**config.mk**
```make
export PLATFORM = sky130hd
export DESIGN_NAME = burst_addr_seq
export DESIGN_NICKNAME = d
export VERILOG_FILES = /design/src/rtl/burst_seq_pkg.sv /design/src/rtl/bseq_cfg_reg.sv /design/src/rtl/bseq_edge_sel.sv /design/src/rtl/bseq_addr_gen.sv /design/src/rtl/bseq_ctrl.sv /design/src/rtl/burst_addr_seq.sv
export SDC_FILE = /design/constraint.sdc
export NUM_CORES = 1
export LEC_CHECK = 0
export ABC_AREA = 1
export BUFFER_PORTS_ARGS = -buffer_cell sky130_fd_sc_hd__buf_4
export CAP_MARGIN = 15
export CORE_MARGIN = 5
export CORE_UTILIZATION = 50
export DETAILED_ROUTE_END_ITERATION = 7
export PLACE_DENSITY = 0.72
export RECOVER_POWER = 25
export SLEW_MARGIN = 5
export SYNTH_ARGS = -nofsm -noshare
export SYNTH_HDL_FRONTEND = slang
export SYNTH_SLANG_ARGS = --single-unit
```
**constraint.sdc**
```tcl
create_clock -name clk -period 6.2 [get_ports clk]
set_input_delay 1.55 -clock clk [delete_from_list [all_inputs] [get_ports clk]]
set_output_delay 1.55 -clock clk [all_outputs]
set_load 0.01 [all_outputs]
```
**src/rtl/burst_seq_pkg.sv**
```systemverilog
package burst_seq_pkg;

    localparam int CODE_W = 8;
    localparam int CFG_W  = 16;
    localparam int WIN_W  = 3;
    localparam int LAT_W  = 4;

    localparam logic [CODE_W-1:0] CODE_SETUP   = 8'h60;
    localparam logic [CODE_W-1:0] CODE_CONFIRM = 8'h03;

    localparam int F_SYNC   = 15;
    localparam int F_LAT_HI = 14;
    localparam int F_LAT_LO = 12;
    localparam int F_SLOW   = 8;
    localparam int F_ILV    = 7;
    localparam int F_RISE   = 6;

    localparam logic [2:0] LC_FOUR  = 3'b001;
    localparam logic [2:0] LC_EIGHT = 3'b010;
    localparam logic [2:0] LC_CONT  = 3'b111;

    localparam int LAT_BASE = 2;

    typedef enum logic [1:0] {
        BL_FOUR  = 2'd0,
        BL_EIGHT = 2'd1,
        BL_CONT  = 2'd2,
        BL_RSVD  = 2'd3
    } blen_e;

    typedef enum logic [1:0] {
        PH_IDLE = 2'd0,
        PH_WAIT = 2'd1,
        PH_DATA = 2'd2
    } phase_e;

    typedef struct packed {
        logic       sync_en;
        logic [2:0] lat_code;
        logic       slow;
        logic       ilv;
        logic       rise;
        blen_e      blen;
    } bcfg_t;

    localparam bcfg_t CFG_RESET = '{
        sync_en:  1'b0,
        lat_code: 3'd0,
        slow:     1'b0,
        ilv:      1'b0,
        rise:     1'b1,
        blen:     BL_FOUR
    };

    function automatic logic cfg_legal(input logic [CFG_W-1:0] v);
        logic rsvd_clear;
        rsvd_clear = (v[11:9] == 3'b000) && (v[5:3] == 3'b000);
        case (v[2:0])
            LC_FOUR, LC_EIGHT: return rsvd_clear;
            LC_CONT:           return rsvd_clear && !v[F_ILV];
            default:           return 1'b0;
        endcase
    endfunction

    function automatic bcfg_t cfg_unpack(input logic [CFG_W-1:0] v);
        bcfg_t c;
        c.sync_en  = v[F_SYNC];
        c.lat_code = v[F_LAT_HI:F_LAT_LO];
        c.slow     = v[F_SLOW];
        c.ilv      = v[F_ILV];
        c.rise     = v[F_RISE];
        case (v[2:0])
            LC_FOUR:  c.blen = BL_FOUR;
            LC_EIGHT: c.blen = BL_EIGHT;
            LC_CONT:  c.blen = BL_CONT;
            default:  c.blen = BL_RSVD;
        endcase
        return c;
    endfunction

    function automatic logic [LAT_W-1:0] lat_edges(input logic [2:0] code);
        return {1'b0, code} + LAT_W'(LAT_BASE);
    endfunction

    function automatic logic [WIN_W-1:0] win_mask(input blen_e bl);
        return (bl == BL_FOUR) ? 3'b011 : 3'b111;
    endfunction

endpackage

```
**src/rtl/bseq_cfg_reg.sv**
```systemverilog
module bseq_cfg_reg
    import burst_seq_pkg::*;
(
    input  logic              clk,
    input  logic              rst,
    input  logic              cmd_we,
    input  logic [CODE_W-1:0] cmd_code,
    input  logic [CFG_W-1:0]  cmd_val,
    output bcfg_t             cfg
);
    logic  armed;
    logic  val_ok;
    bcfg_t val_cfg;

    always_comb begin
        val_ok  = cfg_legal(cmd_val);
        val_cfg = cfg_unpack(cmd_val);
    end

    always_ff @(posedge clk) begin
        if (rst) begin
            armed <= 1'b0;
            cfg   <= CFG_RESET;
        end else if (cmd_we) begin
            if (armed) begin
                armed <= 1'b0;
                if (cmd_code == CODE_CONFIRM && val_ok) begin
                    cfg <= val_cfg;
                end
            end else begin
                armed <= (cmd_code == CODE_SETUP);
            end
        end
    end
endmodule

```
**src/rtl/bseq_edge_sel.sv**
```systemverilog
module bseq_edge_sel (
    input  logic clk,
    input  logic rst,
    input  logic bclk,
    input  logic rise_sel,
    output logic act_ev
);
    logic bclk_q;

    always_ff @(posedge clk) begin
        if (rst) bclk_q <= 1'b0;
        else     bclk_q <= bclk;
    end

    always_comb begin
        if (rise_sel) act_ev = bclk && !bclk_q;
        else          act_ev = !bclk && bclk_q;
    end
endmodule

```
**src/rtl/bseq_addr_gen.sv**
```systemverilog
module bseq_addr_gen
    import burst_seq_pkg::*;
#(
    parameter int ADDR_W = 19
) (
    input  logic [ADDR_W-1:0] base,
    input  logic [ADDR_W-1:0] beat,
    input  blen_e             blen,
    input  logic              ilv,
    output logic [ADDR_W-1:0] addr
);
    localparam int HI_W = ADDR_W - WIN_W;

    logic [WIN_W-1:0]  mask;
    logic [WIN_W-1:0]  off;
    logic [ADDR_W-1:0] wmask;
    logic [ADDR_W-1:0] wrapped;

    always_comb begin
        mask    = win_mask(blen);
        off     = ilv ? (base[WIN_W-1:0] ^ beat[WIN_W-1:0])
                      : (base[WIN_W-1:0] + beat[WIN_W-1:0]);
        wmask   = {{HI_W{1'b0}}, mask};
        wrapped = (base & ~wmask) | ({{HI_W{1'b0}}, off} & wmask);
        addr    = (blen == BL_CONT) ? (base + beat) : wrapped;
    end
endmodule

```
**src/rtl/bseq_ctrl.sv**
```systemverilog
module bseq_ctrl
    import burst_seq_pkg::*;
#(
    parameter int ADDR_W = 19
) (
    input  logic              clk,
    input  logic              rst,
    input  logic              act_ev,
    input  logic              start,
    input  logic [ADDR_W-1:0] start_addr,
    input  logic              adv,
    input  logic              sync_en,
    input  logic [2:0]        lat_code,
    input  logic              slow,
    input  blen_e             blen,
    output logic [ADDR_W-1:0] base,
    output logic [ADDR_W-1:0] beat,
    output logic              data_rdy
);
    phase_e           phase;
    logic [LAT_W-1:0] wait_cnt;
    logic             gap;
    logic             last_beat;

    always_comb begin
        case (blen)
            BL_FOUR:  last_beat = (beat[1:0] == 2'b11);
            BL_EIGHT: last_beat = (beat[2:0] == 3'b111);
            default:  last_beat = 1'b0;
        endcase
    end

    always_ff @(posedge clk) begin
        if (rst) begin
            phase    <= PH_IDLE;
            base     <= '0;
            beat     <= '0;
            wait_cnt <= '0;
            gap      <= 1'b0;
            data_rdy <= 1'b0;
        end else if (!sync_en) begin
            phase    <= PH_IDLE;
            data_rdy <= 1'b0;
            gap      <= 1'b0;
        end else if (act_ev) begin
            if (start) begin
                phase    <= PH_WAIT;
                base     <= start_addr;
                beat     <= '0;
                wait_cnt <= lat_edges(lat_code);
                gap      <= 1'b0;
                data_rdy <= 1'b0;
            end else if (adv) begin
                case (phase)
                    PH_WAIT: begin
                        if (wait_cnt == LAT_W'(1)) begin
                            phase    <= PH_DATA;
                            data_rdy <= 1'b1;
                            gap      <= 1'b0;
                        end else begin
                            wait_cnt <= wait_cnt - LAT_W'(1);
                        end
                    end
                    PH_DATA: begin
                        if (last_beat && !gap) begin
                            phase    <= PH_IDLE;
                            data_rdy <= 1'b0;
                        end else if (slow && !gap) begin
                            gap      <= 1'b1;
                            data_rdy <= 1'b0;
                        end else begin
                            beat     <= beat + ADDR_W'(1);
                            gap      <= 1'b0;
                            data_rdy <= 1'b1;
                        end
                    end
                    default: begin
                        data_rdy <= 1'b0;
                    end
                endcase
            end
        end
    end
endmodule

```
**src/rtl/burst_addr_seq.sv**
```systemverilog
module burst_addr_seq
    import burst_seq_pkg::*;
#(
    parameter int ADDR_W = 19
) (
    input  logic              clk,
    input  logic              rst,
    input  logic              bclk,
    input  logic              cmd_we,
    input  logic [7:0]        cmd_code,
    input  logic [15:0]       cmd_val,
    input  logic              start,
    input  logic [ADDR_W-1:0] start_addr,
    input  logic              adv,
    output logic [ADDR_W-1:0] arr_addr,
    output logic              data_rdy
);
    bcfg_t             cfg_q;
    logic              act_ev;
    logic [ADDR_W-1:0] base_q;
    logic [ADDR_W-1:0] beat_q;

    bseq_cfg_reg u_cfg (
        .clk      (clk),
        .rst      (rst),
        .cmd_we   (cmd_we),
        .cmd_code (cmd_code),
        .cmd_val  (cmd_val),
        .cfg      (cfg_q)
    );

    bseq_edge_sel u_edge (
        .clk      (clk),
        .rst      (rst),
        .bclk     (bclk),
        .rise_sel (cfg_q.rise),
        .act_ev   (act_ev)
    );

    bseq_ctrl #(.ADDR_W(ADDR_W)) u_ctrl (
        .clk        (clk),
        .rst        (rst),
        .act_ev     (act_ev),
        .start      (start),
        .start_addr (start_addr),
        .adv        (adv),
        .sync_en    (cfg_q.sync_en),
        .lat_code   (cfg_q.lat_code),
        .slow       (cfg_q.slow),
        .blen       (cfg_q.blen),
        .base       (base_q),
        .beat       (beat_q),
        .data_rdy   (data_rdy)
    );

    bseq_addr_gen #(.ADDR_W(ADDR_W)) u_agen (
        .base (base_q),
        .beat (beat_q),
        .blen (cfg_q.blen),
        .ilv  (cfg_q.ilv),
        .addr (arr_addr)
    );
endmodule

```
# --- After elaboration in Yosys (flattened, before gate mapping) ---
# Index checks and enable logic that the tools add are counted.
totals:
  reg_bits: 57
  output_inout_bits: 20
  inputBits: 49
classes:
  bitwise_logic: 6
  addsub: 5
  mux: 34
  eq_ne: 18
  n_reduce_logical: 27
ops:
  columns: ["op", "n"]
  rows:
  - ["2-to-1 mux 19 bit", 6]
  - ["adder 19 x 1 -> 19 bit, second input constant", 1]
  - ["adder 19 bit", 1]
  - ["AND 19 bit", 1]
  - ["NOT 3 -> 19 bit", 1]
  - ["OR 19 bit", 1]
  - ["2-to-1 mux 4 bit", 4]
  - ["AND reduction 5 bit", 3]
  - ["2-to-1 mux 1 bit", 12]
  - ["AND reduction 3 bit", 3]
  - ["equality test 8 x 2 -> 1 bit, second input constant", 1]
  - ["equality test 8 x 7 -> 1 bit, second input constant", 1]
  - ["2-to-1 mux 2 bit", 4]
  - ["one-hot mux 1 bit (2 select lines)", 4]
  - ["logical AND 1 bit", 7]
  - ["equality test 2 bit, second input constant", 3]
  - ["equality test 3 bit, second input constant", 2]
  - ["logical NOT 3 bit", 2]
  - ["2-to-1 mux 3 bit", 2]
  - ["!= test 2 bit, second input constant", 3]
  - ["!= test 3 x 2 -> 1 bit, second input constant", 2]
  - ["one-hot mux 2 bit (3 select lines)", 1]
  - ["AND reduction 6 bit", 1]
  - ["nonzero test 2 bit", 3]
  - ["16 further kinds", 21]

# --- Depth between registers and ports, before layout ---
depth:
  depth_word: 7
  ltp_mapped: 13

# --- Modules after synthesis ---
# From an unflattened synthesis, not the netlist that was laid out.
hier_totals:
  cells_unflattened: 703
  area_unflattened_um2: 4297.9
by_module_without_submodules:
  columns: ["module", "cells_per_inst", "instances", "area_each_um2"]
  rows:
  - ["bseq_ctrl", 362, 1, 2431.1]
  - ["bseq_addr_gen", 245, 1, 1256.2]
  - ["bseq_cfg_reg", 88, 1, 561.8]
  - ["bseq_edge_sel", 8, 1, 48.8]

# --- Worst setup path after synthesis ---
# Ideal clock, no wire load.
synth_timing:
  kind: "register -> output"
  start: "register u_ctrl.beat[0]"
  end: "output port arr_addr[16]"
  arrival_time_ps: 1748
  slack_ps: 2902
  stages_incl_launch_ff: 13
  path_cell_list: "dfxtp_1 ha_1 inv_1 fa_1 inv_1 nand3_1 nand3_1 nand2_1 nand2_1 nand2_1 nand3b_1 nand3_1 nand2_1"
synth_via:
  elab_chain_cells: 2
synth_lines:
  columns: ["item", "line", "rtl"]
  rows:
  - ["start: declaration", "bseq_ctrl.sv:17", "output logic [ADDR_W-1:0] beat,"]
  - ["start signal: assignment", "bseq_ctrl.sv:72", "beat <= beat + ADDR_W'(1);"]
  - ["adder 19 bit", "bseq_addr_gen.sv:25", "addr = (blen == BL_CONT) ? (base + beat) : wrapped;"]
  - ["2-to-1 mux 19 bit", "bseq_addr_gen.sv:25", null]
  - ["end: declaration", "burst_addr_seq.sv:15", "output logic [ADDR_W-1:0] arr_addr,"]
# Every way passes these cells.

# --- Worst setup path in the final report ---
layout_timing:
  start: "register u_cfg.cfg[1] (netlist name)"
  end: "output port arr_addr[3]"
layout_via:
  elab_chain_cells: 2
layout_lines:
  columns: ["item", "line", "rtl"]
  rows:
  - ["start: declaration", "bseq_cfg_reg.sv:9", "output bcfg_t cfg"]
  - ["start signal: assignment", "bseq_cfg_reg.sv:28", "cfg <= val_cfg;"]
  - ["equality test 2 bit", "bseq_addr_gen.sv:25", null]
  - ["2-to-1 mux 19 bit", "bseq_addr_gen.sv:25", null]
# Every way passes these cells.

==> out/results.md <==
| Group | Result | Value |
|:---|:---|:---|
| sta | Final period demand of the worst path | 4.16 ns |
| status | Violated checks | max-capacitance violations, max-slew violations |
| clock tree | Clk_lat worst skew | 0.35 ns |
| clock tree | # Post-CTS Setup Buffers | 0 |
| detailed routing | Total vias in the final route | 4455 |
| power and ir drop | Cell area power density | 166 nW/um^2 |
| sta | Final cycle utilization of the critical path | 0.671 |
| worst setup path | Critical path type | reg2out |
| cells and area | Layout cells sized above 1 | 0.130 |
| sta | Worst path setup slack after routing | 2.04 ns |
| sta | RSZ-0062 raised after global routing | no |
| global route | Pin count of the biggest net entering global routing | 34 |
| sta | Transition time at the pin with the least slew margin | 1.57 ns |
| sta | Slew margin rel. | -0.0481 |
| logic synthesis | Number of synthesized register bits | 57 |
| global route | Number of antenna violations at the first check in global routing | 0 |
| place | Count of buffers from port buffering | 68 |
| clock tree | CTS-repair resized insts | 0 |
| detailed routing | Post-route antenna net violation count | 0 |
| global route | Global routing usage summed across all routing layers | 0.232 |
| floorplan | Die area | 10200 um^2 |
| clock tree | Clock sinks | 57 |
| worst setup path | Cells along the critical path | inv_1 -> nor2_1 -> inv_1 -> o21ai_0 -> buf_4 |
| worst setup path | Crit-path slowest cell | nor2_1 |
| sta | Count of final max-slew check failures | 20 |
| cells and area | Top library cells by usage in the layout, fill and taps aside | nand2_1, nor2_1, inv_1 |
| flow run | Count of max-cap constraint violations | 1 |
| place | Worst slack at placement | 2.42 ns |
| logic synthesis | Largest cells by area after synthesis | dfxtp_1, nand2_1, nor2_1 |
| cells and area | Most common library cell in the layout ignoring fill and taps | nand2_1 |
| cells and area | Final nets | 811 |
| global route | Global-route wire length before repair | 19100 um |
| logic synthesis | Total nets after synthesis | 750 |
| worst setup path | Biggest fanout along the worst timing path | 20 |
| worst setup path | CP delay by family, top | buffers and inverters |
| worst hold path | Min-delay worst type | reg2reg |
| sta | Setup violators final | 0 |
| logic synthesis | Yosys warnings | 0 |
| worst setup path | Crit path largest cell delay | 0.79 ns |
| floorplan | Chip width | 101 um |
| detailed routing | Count of routing violations after the opening detailed-route iteration | 236 |
| worst setup path | Worst setup SP type | flop |
| global route | Remaining Overflow, GRT | 0 |
| floorplan | Top Ports | 69 |
| clock tree | TritonCTS Buffers | 9 |
| sta | Fin Setup TNS | 0 ns |
| sta | Highest Clock Rate | 0.241 GHz |
| worst setup path | Bufs and invs on worst path | 3 |
| worst setup path | Cell seen most often among critical-path stages | inv_1 |
| floorplan | Effective utilization at floorplan | 0.510 |
| power and ir drop | IR drop worst, VDD | 0.100 mV |
| worst setup path | Data required, critical path | 4.65 ns |
| clock tree | TritonCTS clock tree | done |
| logic synthesis | Leading register cell type out of synthesis | dfxtp_1 |
| sta | Fin Clk Skew | 0.00839 ns |
| place | Routability cong. | 0.890 |
| logic synthesis | Number of synthesized flops with an enable pin | 0 |
| floorplan | Placeable Area | 8130 um^2 |
| logic synthesis | Biggest area consumer among synthesized cells | dfxtp_1 |
| logic synthesis | Avg Cell Area, Syn | 6.14 um^2 |
| floorplan | Chip Height | 101 um |
| cells and area | ANT cells | 0 |
| clock tree | CTS HTree Levels | 3 |
| logic synthesis | Async S/R FF share, synth | 0 |
| clock tree | Hold buffer count at CTS | 0 |
| logic synthesis | Cell count after synthesis | 675 |
| logic synthesis | Number of different library cells in the post-synthesis netlist | 38 |
| place | Placed wire-length estimate | 8740 um |
| detailed routing | Post-DR wirelength/cell | 13.5 um |
| clock tree | Worst-path clk slew | 0.06 ns |
| worst setup path | Critical path data arrival time | 2.61 ns |
| logic synthesis | Post-synthesis instance area | 4150 um^2 |
| logic synthesis | Fraction of the yosys area taken by sequential cells | 0.275 |
| logic synthesis | Area share of the largest cell type after synthesis | 0.275 |
| status | Status | finished, violations left |
| power and ir drop | Static leakage | 2.24 nW |
| detailed routing | Wirelength, routed | 11400 um |
| sta | Hold violation total from the final report | 0 |
| cells and area | Area delta synth->final | 17.5% |
| clock tree | Clock buffer depth | 2 |
| floorplan | Count of standard-cell rows | 33 |
| clock tree | Cell at the root of the clock tree | clkbuf_8 |
| detailed routing | First-pass iteration count of the detailed router | 4 |
| worst setup path | Endpoint kind of the worst setup timing path | output pin |
| detailed routing | Remaining DRCs | 0 |
| detailed routing | Vias per Instance | 5.28 |
| global route | Via count of the first global-routing pass | 4321 |
## metal layers
metal	wire, um	global-route usage	up-vias
met1	5110	0.283	2007
met5	0	0	-
met3	579	0.0408	20
met4	234	0.0828	0
met2	5490	0.406	121
li1	-	-	2307
## final timing paths
| check | start | endpoint | slack, ns | depth (start not counted) |
|---|---|---|---|---|
| min | u_ctrl.phase[1] | u_ctrl.phase[1] | 0.48 | 2 |
| max | u_cfg.cfg[1] | arr_addr[3] | 2.04 | 5 |
| max reg2reg | u_ctrl.beat[0] | u_ctrl.beat[4] | 3.18 | 10 |
| min reg2reg | u_ctrl.phase[1] | u_ctrl.phase[1] | 0.48 | 2 |
## cell type report
class,instances,area [um^2]
clock buffers,11,151
clock inverters,3,65.1
fillers,787,3260
inverters,70,263
multi-input cells,530,2620
flip-flops and latches,57,1140
well taps,105,131
repair buffers,68,499
## Yosys cell counts (2+ instances only)
master and n:
dfxtp_1 57, xor2_1 5, a21oi_1 46, inv_2 2, clkbuf_1 10, o21ai_0 48, or2_2 5, nand4_1 15
nor4_2 2, o21bai_1 3, nor3_1 6, and2_1 4, ha_1 25, nand2_1 192, xnor2_1 4, nor4_1 2
buf_2 2, inv_1 67, nand2_2 4, nand3_1 39, nor2_1 111, nand3b_1 8, buf_6 3
## stage by stage
stage,std cells,power [mW],utilization,area (um^2),hold WS (ns)
2_1_floorplan,675,0.395,-,4150,0.451
3_3_place_gp,830,0.421,0.575,4680,0.470
3_5_place_dp,830,0.422,0.575,4680,0.479
4_1_cts,844,0.810,0.602,4890,0.488
5_1_grt,844,0.829,0.599,4870,0.522
6_report,844,0.807,0.599,4870,0.485
## registers in the layout, summed over array words and instances, names as in the netlist
name,flops
u_ctrl.beat,19
u_ctrl.base,19
u_edge.bclk_q,1
u_ctrl.data_rdy,1
u_ctrl.wait_cnt,4
u_cfg.armed,1
u_ctrl.gap,1
u_cfg.cfg,9
u_ctrl.phase,2
## cell families (layout without fill, tap and decap cells)
| group | Yosys count | in the layout | synth area share |
|---|---|---|---|
| and+or+nand+nor | 391 | 391 | 0.402 |
| AOI/OAI and AO/OA | 104 | 104 | 0.134 |
| buffers and inverters | 88 | 152 | 0.0896 |
| DFF | 57 | 57 | 0.275 |
| adders and majority gates | 26 | 26 | 0.0803 |
| xor gates and xnor gates | 9 | 9 | 0.0190 |
## where the power goes
group / internal [mW] / switching (mW) / total [mW] / leakage (nW)
Combinational: 0.0240 / 0.0228 / 0.0467 / 1.67
Clock: 0.243 / 0.151 / 0.394 / 0.111
Sequential: 0.366 / 0.000245 / 0.367 / 0.459
## worst min-delay path, delay by kind of cell (launching register included)
family / cells / cell delay, ns
compound gates: 1 / 0.05
flops: 1 / 0.32
simple gates: 1 / 0.06
No activity file was read; power rests on OpenSTA's default activity.
